[src/rtl/f2h_pkg.sv]
package f2h_pkg;

    localparam int IN_EW    = 8;
    localparam int IN_MW    = 23;
    localparam int OUT_EW   = 5;
    localparam int OUT_MW   = 10;

    localparam int IN_W     = 1 + IN_EW + IN_MW;
    localparam int OUT_W    = 1 + OUT_EW + OUT_MW;
    localparam int MAG_W    = OUT_EW + OUT_MW;
    localparam int IN_BIAS  = (1 << (IN_EW - 1)) - 1;
    localparam int OUT_BIAS = (1 << (OUT_EW - 1)) - 1;
    localparam int REBIAS   = IN_BIAS - OUT_BIAS;
    localparam int OUT_EMAX = (1 << OUT_EW) - 1;
    localparam int NORM_SH  = IN_MW - OUT_MW;
    localparam int SIG_W    = IN_MW + 1;
    localparam int SH_W     = $clog2(SIG_W + 1);
    localparam int REB_W    = IN_EW + 2;

    localparam logic [MAG_W-1:0] MAG_INF    = MAG_W'(OUT_EMAX << OUT_MW);
    localparam logic [MAG_W-1:0] MAG_QNAN   = MAG_INF | MAG_W'(1 << (OUT_MW - 1));
    localparam logic [MAG_W-1:0] MAG_MAXFIN = MAG_INF - MAG_W'(1);
    localparam logic [MAG_W-1:0] MAG_MINSUB = MAG_W'(1);

    typedef enum logic [1:0] {
        RND_DOWN = 2'd0,
        RND_UP   = 2'd1,
        RND_NEAR = 2'd2,
        RND_RSVD = 2'd3
    } rnd_mode_e;

    typedef enum logic [2:0] {
        CL_SPECIAL,
        CL_OVER,
        CL_UNDER,
        CL_SUBN,
        CL_NORM
    } cls_e;

    typedef struct packed {
        logic sign;
        cls_e cls;
        logic is_nan;
        logic nonzero;
    } cls_info_t;

    typedef struct packed {
        logic [OUT_EW-1:0] exp_field;
        logic [SIG_W-1:0]  sig;
        logic [SH_W-1:0]   shamt;
    } path_t;

    function automatic logic mode_is_near(input rnd_mode_e m);
        return (m == RND_NEAR) || (m == RND_RSVD);
    endfunction

    // true when a directed rule moves away from zero for this sign
    function automatic logic dir_favours(input rnd_mode_e m, input logic s);
        return ((m == RND_UP) && !s) || ((m == RND_DOWN) && s);
    endfunction

endpackage

[src/rtl/f2h_classify.sv]
module f2h_classify
    import f2h_pkg::*;
(
    input  logic [IN_W-1:0] word_i,
    output cls_info_t       info_o,
    output path_t           path_o
);
    localparam logic signed [REB_W-1:0] REB_OVF  = REB_W'(OUT_EMAX);
    localparam logic signed [REB_W-1:0] REB_UNF  = REB_W'(-OUT_MW);
    localparam logic signed [REB_W-1:0] REB_OFS  = REB_W'(REBIAS);
    localparam logic signed [REB_W-1:0] SUB_BASE = REB_W'(NORM_SH + 1);

    logic [IN_EW-1:0]        e_raw;
    logic [IN_MW-1:0]        mant;
    logic signed [REB_W-1:0] reb;

    always_comb begin
        e_raw = word_i[IN_W-2 -: IN_EW];
        mant  = word_i[IN_MW-1:0];
        reb   = $signed({2'b00, e_raw}) - REB_OFS;

        info_o.sign    = word_i[IN_W-1];
        info_o.nonzero = |word_i[IN_W-2:0];
        info_o.is_nan  = (&e_raw) && (|mant);
        info_o.cls     = CL_NORM;

        path_o.sig       = {1'b1, mant};
        path_o.exp_field = '0;
        path_o.shamt     = SH_W'(NORM_SH);

        if (&e_raw) begin
            info_o.cls = CL_SPECIAL;
        end else if (reb >= REB_OVF) begin
            info_o.cls = CL_OVER;
        end else if (reb < REB_UNF) begin
            info_o.cls = CL_UNDER;
        end else if (reb[REB_W-1] || (reb == '0)) begin
            info_o.cls   = CL_SUBN;
            path_o.shamt = SH_W'(SUB_BASE - reb);
        end else begin
            path_o.exp_field = reb[OUT_EW-1:0];
        end
    end
endmodule

[src/rtl/f2h_round.sv]
module f2h_round
    import f2h_pkg::*;
(
    input  logic             sign_i,
    input  path_t            path_i,
    input  rnd_mode_e        mode_i,
    output logic [MAG_W-1:0] mag_o
);
    logic [OUT_MW-1:0] kept;
    logic [SIG_W-1:0]  dropped;
    logic              guard;
    logic              sticky;
    logic              inc;
    logic [MAG_W-1:0]  trunc;

    always_comb begin
        kept    = OUT_MW'(path_i.sig >> path_i.shamt);
        dropped = SIG_W'({path_i.sig, {SIG_W{1'b0}}} >> path_i.shamt);
        guard   = dropped[SIG_W-1];
        sticky  = |dropped[SIG_W-2:0];

        if (mode_is_near(mode_i))
            inc = guard && (sticky || kept[0]);
        else
            inc = (guard || sticky) && dir_favours(mode_i, sign_i);

        // carry may ripple from fraction into exponent
        trunc = {path_i.exp_field, kept};
        mag_o = trunc + MAG_W'(inc);
    end
endmodule

[src/rtl/f2h_select.sv]
module f2h_select
    import f2h_pkg::*;
(
    input  cls_info_t        info_i,
    input  rnd_mode_e        mode_i,
    input  logic [MAG_W-1:0] rounded_i,
    output logic [OUT_W-1:0] half_o
);
    logic             near;
    logic             fav;
    logic [MAG_W-1:0] mag;

    always_comb begin
        near = mode_is_near(mode_i);
        fav  = dir_favours(mode_i, info_i.sign);
        unique case (info_i.cls)
            CL_SPECIAL: mag = info_i.is_nan ? MAG_QNAN : MAG_INF;
            CL_OVER:    mag = (near || fav) ? MAG_INF : MAG_MAXFIN;
            CL_UNDER:   mag = (!near && fav && info_i.nonzero) ? MAG_MINSUB : '0;
            default:    mag = rounded_i;
        endcase
        half_o = {info_i.sign, mag};
    end
endmodule

[src/rtl/sp2hp_conv.sv]
module sp2hp_conv
    import f2h_pkg::*;
(
    input  logic        clk,
    input  logic        rst,
    input  logic        in_valid,
    input  logic [31:0] in_word,
    input  logic [1:0]  in_mode,
    output logic        out_valid,
    output logic [15:0] out_half
);
    cls_info_t        info;
    path_t            path;
    rnd_mode_e        mode;
    logic [MAG_W-1:0] rounded;
    logic [OUT_W-1:0] half_c;

    assign mode = rnd_mode_e'(in_mode);

    f2h_classify u_cls (
        .word_i (in_word),
        .info_o (info),
        .path_o (path)
    );

    f2h_round u_rnd (
        .sign_i (info.sign),
        .path_i (path),
        .mode_i (mode),
        .mag_o  (rounded)
    );

    f2h_select u_sel (
        .info_i    (info),
        .mode_i    (mode),
        .rounded_i (rounded),
        .half_o    (half_c)
    );

    always_ff @(posedge clk) begin
        if (rst) begin
            out_valid <= 1'b0;
            out_half  <= '0;
        end else begin
            out_valid <= in_valid;
            if (in_valid)
                out_half <= half_c;
        end
    end

    // ---------------- assertions ----------------
    p_valid_set_r11: assert property (@(posedge clk) disable iff (rst)
        in_valid |=> out_valid);

    p_valid_clr_r11: assert property (@(posedge clk) disable iff (rst)
        !in_valid |=> !out_valid);

    p_inf_pass_r2: assert property (@(posedge clk) disable iff (rst)
        (in_valid && (&in_word[30:23]) && (in_word[22:0] == '0))
        |=> out_half == {$past(in_word[31]), MAG_INF});

    p_nan_quiet_r2: assert property (@(posedge clk) disable iff (rst)
        (in_valid && (&in_word[30:23]) && (in_word[22:0] != '0))
        |=> out_half == {$past(in_word[31]), MAG_QNAN});

    p_zero_keep_r10: assert property (@(posedge clk) disable iff (rst)
        (in_valid && (in_word[30:0] == '0)) |=> out_half == {$past(in_word[31]), 15'h0000});

    p_ovf_near_r3: assert property (@(posedge clk) disable iff (rst)
        (in_valid && (info.cls == CL_OVER) && in_mode[1]) |=> out_half[14:0] == MAG_INF);

    p_unf_near_r4: assert property (@(posedge clk) disable iff (rst)
        (in_valid && (info.cls == CL_UNDER) && in_mode[1]) |=> out_half[14:0] == 15'h0000);
endmodule

[config.mk]
export PLATFORM = sky130hd
export DESIGN_NAME = sp2hp_conv
export DESIGN_NICKNAME = d
export VERILOG_FILES = /design/src/rtl/f2h_pkg.sv /design/src/rtl/f2h_classify.sv /design/src/rtl/f2h_round.sv /design/src/rtl/f2h_select.sv /design/src/rtl/sp2hp_conv.sv
export SDC_FILE = /design/constraint.sdc
export NUM_CORES = 1
export LEC_CHECK = 0
export ABC_AREA = 1
export BUFFER_PORTS_ARGS = -buffer_cell sky130_fd_sc_hd__buf_4
export CORE_MARGIN = 4
export CORE_UTILIZATION = 60
export DETAILED_ROUTE_END_ITERATION = 10
export GPL_TIMING_DRIVEN = 0
export PLACE_DENSITY = 0.85
export SYNTH_ARGS = -nofsm -noshare
export SYNTH_HDL_FRONTEND = slang
export SYNTH_SLANG_ARGS = --single-unit
[constraint.sdc]
create_clock -name clk -period 7.83 [get_ports clk]
set_input_delay 1.566 -clock clk [delete_from_list [all_inputs] [get_ports clk]]
set_output_delay 1.566 -clock clk [all_outputs]
set_load 0.005 [all_outputs]
* Yosys cells after proc, flatten, opt, wreduce, memory -nomap -nowiden
Index checks and enable logic that the tools add are counted.
** Storage, ports and cells
- Bits in read-only memories :: 0
- Memories kept :: 0
- Input port bits :: 37
- Flip-flop bits (word level) :: 17
- Word-level logic and storage cells :: 53
- Latch bits :: 0
- Output and inout bits :: 17
- RAM bits :: 0
** Operators by class
- $mul :: 0
- Reduce and logical (&&, ||, !) cells :: 22
- Equal/unequal tests :: 5
- Add/sub/neg operators :: 3
- Shifts and indexed selects :: 2
- Magnitude comparators :: 2
- Multiplexer cells :: 17
- Div/mod/pow operators :: 0
- Bitwise gates (word level) :: 0
** Operators with widths (number)
- >> shifter 48 x 5 -> 24 bit :: 1
- OR reduction 23 bit :: 2
- case mux 15 bit (3 select lines) :: 1
- 2-to-1 mux 5 bit :: 8
- OR reduction 31 bit :: 1
- >> shifter 24 x 5 -> 10 bit :: 1
- adder 15 x 1 -> 15 bit :: 1
- 2-to-1 mux 3 bit :: 4
- 2-to-1 mux 11 bit :: 1
- zero test 10 bit :: 1
- 2-to-1 mux 10 bit :: 1
- greater-or-equal comparator 9 x 6 -> 1 bit, second input constant :: 1
- less-than comparator 9 x 5 -> 1 bit, second input constant :: 1
- subtractor 8 x 7 -> 9 bit, second input constant :: 1
- AND reduction 8 bit :: 1
- logical AND 1 bit :: 7
- logical OR 1 bit :: 6
- subtractor 5 bit, first input constant :: 1
- equality test 2 bit, second input constant :: 2
- equality test 3 x 1 -> 1 bit, second input constant :: 1
- equality test 3 x 2 -> 1 bit, second input constant :: 1
- zero test 3 bit :: 1
- equality test 2 x 1 -> 1 bit, second input constant :: 1
- zero test 1 bit :: 2
- other kinds (2) :: 3

* Depth between registers and ports, before layout
- Word-level depth :: 14
- Mapped depth :: 35

* Modules after synthesis
From an unflattened synthesis, not the netlist that was laid out.
** Unflattened totals
- Cells, all modules :: 675
- Area, all modules :: 3783.6 um^2
** By module, submodules not included
- f2h_round :: cells each 392, instances 1, area an instance 2052.0 um^2
- sp2hp_conv :: cells each 105, instances 1, area an instance 767.0 um^2
- f2h_classify :: cells each 120, instances 1, area an instance 713.2 um^2
- f2h_select :: cells each 58, instances 1, area an instance 251.5 um^2

* Worst setup path before layout
OpenSTA, ideal clock, no wires.
- Kind :: input port to flip-flop
- Start :: input port in_word[27]
- End :: register out_half[13]
- Slack :: 3.183 ns
- Library setup time :: 0.109 ns
- Data arrival time :: 4.538 ns
- Cell stages on the path :: 31
- Required time :: 7.721 ns
- Path through :: buf_4 > inv_1 > ha_1 > inv_1 > nor2_1 > nand3_2 > o21ai_4 > nand3_2 > buf_2 > nand2_1 > and2_1 > nand2_1 > nand3_1 > nand2_1 > o21ai_0 > nand3_1 > a21oi_1 > nand2_1 > nand2_1 > nand3b_1 > nand2_1 > nand2_1 > ha_1 > nand2_2 > nor2_8 > nand2_2 > nor2_1 > nand2_1 > nand3_1 > nand2_1 > inv_1
** Between the ends
- Word-level cells in the longest chain between the ends :: 14
- Elaborated cells between the ends (all ways) :: 32
- Classes of those cells :: add/sub: 3; order compare: 2; eq/ne: 2; shift: 2; mux: 14; reduce/logical: 9
** RTL lines
- start, declared :: line sp2hp_conv.sv:7 : input logic [31:0] in_word,
- branches (longest 13 deep; another with adder 15 x 1 -> 15 bit)
- case mux 15 bit (3 select lines) (*) :: line f2h_select.sv:16 : unique case (info_i.cls)
- end signal, assigned :: line sp2hp_conv.sv:47 : out_half <= half_c;
- end, declared :: line sp2hp_conv.sv:10 : output logic [15:0] out_half
Every way passes the cells marked *.
A chain may end at the register's enable or synchronous reset.

* Worst setup path in the final report
- Start :: input port in_word[27]
- End :: register out_half[3]
Same word-level chain as after synthesis.

==> run_results.csv <==
group,metric,value,unit
outcome,status,"completed",
timing,post-route-min-period,5190,ps
power,p_total,377,µW
route,finalWirelength,10400,µm
power,pwr_density_cell,109,mW/mm²
place,gp_congestion,0.971,
setup_path,rr_endpoint,"out_half[3]",
timing,fin_hold_ws,504,ps
setup_path,critPathLaunchType,"input pin",
yosys,synthesis.instances,546,
floorplanning,dieWidth,78.2,µm
setup_path,cpMaxStageDelayCell,"o21ai_0",
min_path,min_path_cells,2,
route,first_pass_iters,9,
timing,hold_viol,0,
grt,grt_antenna_before_repair,0,
clock_network,cts.htree.levels,1,
setup_path,critical_path_buf_inv_count,7,
grt,globalRoute.totalOverflow,0,
clock_network,clkSlewWorstSetupHoldPaths,70,ps
setup_path,required_time_at_the_worst_slack_endpoint,8010,ps
route,drc,0,
timing,largest_clock_skew_in_the_final_design,0,ps
route,detailroute.via_count,4217,
min_path,hold_path_origin,"out_half[15]",
yosys,number_of_flops_mapped_to_enable_cells_by_yosys,0,
cells_and_area,layout.filler_cells,457,
cells_and_area,area_growth,17.3,%
floorplanning,fp.coreArea,0.00475,mm²
route,routed_wire_length_per_instance,15.6,µm
setup_path,r2r_setup_slack,7050,ps
grt,grt_pass1_vias,3860,
route,drt_iter0_drc,600,
yosys,simple_gate_share_of_the_synthesized_area,64.3,%
setup_path,cp.arrival,5370,ps
cells_and_area,final_area,0.00346,mm²
yosys,synthesis.yosys.warnings,0,
yosys,synth_area_leaders,"nand3_1 23%, nand2_1 17%, dfxtp_1 12%, nand4_1 7.4%, inv_1 5.7%",
grt,grt_max_degree,11,
timing,tightestPinTransition,422,ps
yosys,synth_top_area_cell,"nand3_1",
clock_network,numCtsBuffers,3,
clock_network,cts_tree,"done",
setup_path,setup.worst_path.class,"input pin to flip-flop",
yosys,syn-mean-instance-area,5.41,µm²
setup_path,critical_path.top_delay_family,"simple AND/OR/NAND/NOR gates",
clock_network,insertion_delay,260,ps
place,place_area,0.00342,mm²
yosys,post-synth-top-count-cell,"nand2_1",
place,hpwl,8340,µm
timing,setup_repair_after_global_routing_missed_its_margin,"false",
grt,grt_pass1_wl,17400,µm
power,ir_drop,102,µV
place,port_buffers,51,
clock_network,tritoncts_num_sinks,17,
clock_network,cts.repair_timing.setup_buffer_count,0,
floorplanning,die-height,78.2,µm
floorplanning,floorplan.rows,25,
floorplanning,io-pin-count,54,
yosys,synth_top_flop_cell,"dfxtp_1",
setup_path,cp.depth,29,
route,final_antenna_net_count,0,
yosys,mappedNetlistNets,590,
yosys,yosys_register_bits,17,
yosys,ys_async_sr_fraction,0,%
yosys,post_synth_instance_area,0.00295,mm²
setup_path,regToRegStartpoint,"out_half[3]",
power,p_leak,0.00176,µW
route,viasPerCell,6.31,
cells_and_area,layout-drive-gt1-share,17.8,%
setup_path,worst_path_most_repeated_cell,"nand2_1",
clock_network,cts-root-to-sink-buffers,2,
yosys,synth_top_family_by_area,"simple AND/OR/NAND/NOR gates",
setup_path,cp-end-kind,"flip-flop",
clock_network,post_cts_resize_count,0,
setup_path,r2r_cells,2,
run,timing.max_cap.violations,0,
cells_and_area,antenna_cells,0,
yosys,synth-adder-area-share,2.97,%
yosys,synth.yosys.seq_area_share,11.5,%
cells_and_area,finalNetCount,646,
yosys,synth_xor_area_share,0.593,%
timing,timing.final.setup_violations,0,
yosys,synth_common_cells,"136 x nand2_1, 135 x nand3_1, 45 x inv_1, 45 x nor2_1, 35 x nand4_1",
timing,finalSetupTns,0,ps
min_path,min_path_type,"flip-flop to flip-flop",
yosys,yosysUniqueCellTypes,37,
grt,tot_gr_track_use,34.5,%
timing,max_clock_freq,193,MHz
floorplanning,initial_utilization,62.1,%
min_path,worstHoldEndpoint,"out_half[15]",
setup_path,worstPathMaxFanout,10,
yosys,synthDominantCellAreaShare,22.9,%
timing,worst_slew_margin_rel,71.6,%
clock_network,ctsRootBufferMaster,"clkbuf_8",
setup_path,critPathMaxStageDelay,330,ps
timing,final.period_utilization,66.3,%
yosys,compound_gate_portion_of_the_synthesized_area,9.41,%
yosys,portion_of_netlist_area_occupied_by_mux_cells,0,%
clock_network,ctsHoldBuffers,0,
timing,finalMaxSlewViolations,0,
floorplanning,die_area,0.00611,mm²
==> worst register-to-register path, cell delays in order (launching register included) <==
cell and delay [ps]:
dfxtp_1 310, o21ai_0 250, a21oi_1 100
==> cell type report <==
cell class,instances,area (µm²),area share [%]
tap,67,83.8,2.42
multi-input combinational,453,2280,65.9
sequential,17,340,9.82
inverter,51,196,5.67
buffer,25,134,3.86
timing repair buffer,51,383,11.1
clock buffer,4,45.0,1.30
==> worst max-delay path by stage <==
stage	startpoint	to	slack, ps
CTS	in_word[27]	out_half[5]	2700
finish	in_word[27]	out_half[3]	2640
global route	in_word[27]	out_half[13]	2160
floorplan	in_word[27]	out_half[13]	3180
global placement	in_word[27]	out_half[13]	2540
detailed placement	in_word[27]	out_half[13]	2440
==> registers in the layout (all words and copies together), names as in the netlist <==
register / count
out_valid: 1
out_half: 16
==> metrics by stage <==
stage               worst slack [ps]  util (%)  cells
finish                          2640      72.9    668
global route                    2160      72.9    668
CTS                             2700      72.9    668
detailed placement              2440      71.9    664
global placement                2540      71.9    664
floorplan                       3180         -    546
==> kinds of logic (layout without fill, tap and decap cells) <==
logic type / after synthesis / in the layout
flip-flops: 17 / 17
XOR/XNOR: 2 / 2
adder cells (fa/ha/maj): 7 / 7
AO/OA/AOI/OAI: 50 / 50
AND/OR/NAND/NOR: 394 / 394
buffers and inverters: 76 / 131
==> power breakdown <==
| group | internal, µW | leakage [µW] | switching (µW) |
|---|---|---|---|
| Combinational | 73.5 | 0.00160 | 137 |
| Sequential | 93.5 | 0.000141 | 3.26 |
| Clock | 36.3 | 0.0000228 | 32.7 |
==> per-layer routing <==
metal,GRT usage [%],vias to the layer above,share of wire (%)
li1,-,1980,-
met1,47.5,1879,40
met2,53.9,311,44
met3,5.85,47,13
met4,12.8,0,3.6
met5,0,-,0
==> cell usage in the layout, fill, tap and decap left out, drive strengths merged, types with 2 or more instances in the layout <==
| master | instances |
|---|---|
| nor4 | 6 |
| dfxtp | 17 |
| or2 | 2 |
| inv | 49 |
| clkinv | 2 |
| nand2 | 146 |
| o21ai | 23 |
| ha | 7 |
| nor2 | 54 |
| xor2 | 2 |
| buf | 72 |
| clkbuf | 8 |
| nand3b | 4 |
| nor3 | 7 |
| a21oi | 22 |
| nand4 | 36 |
| nand3 | 138 |
No activity file was read; power rests on OpenSTA's default activity.
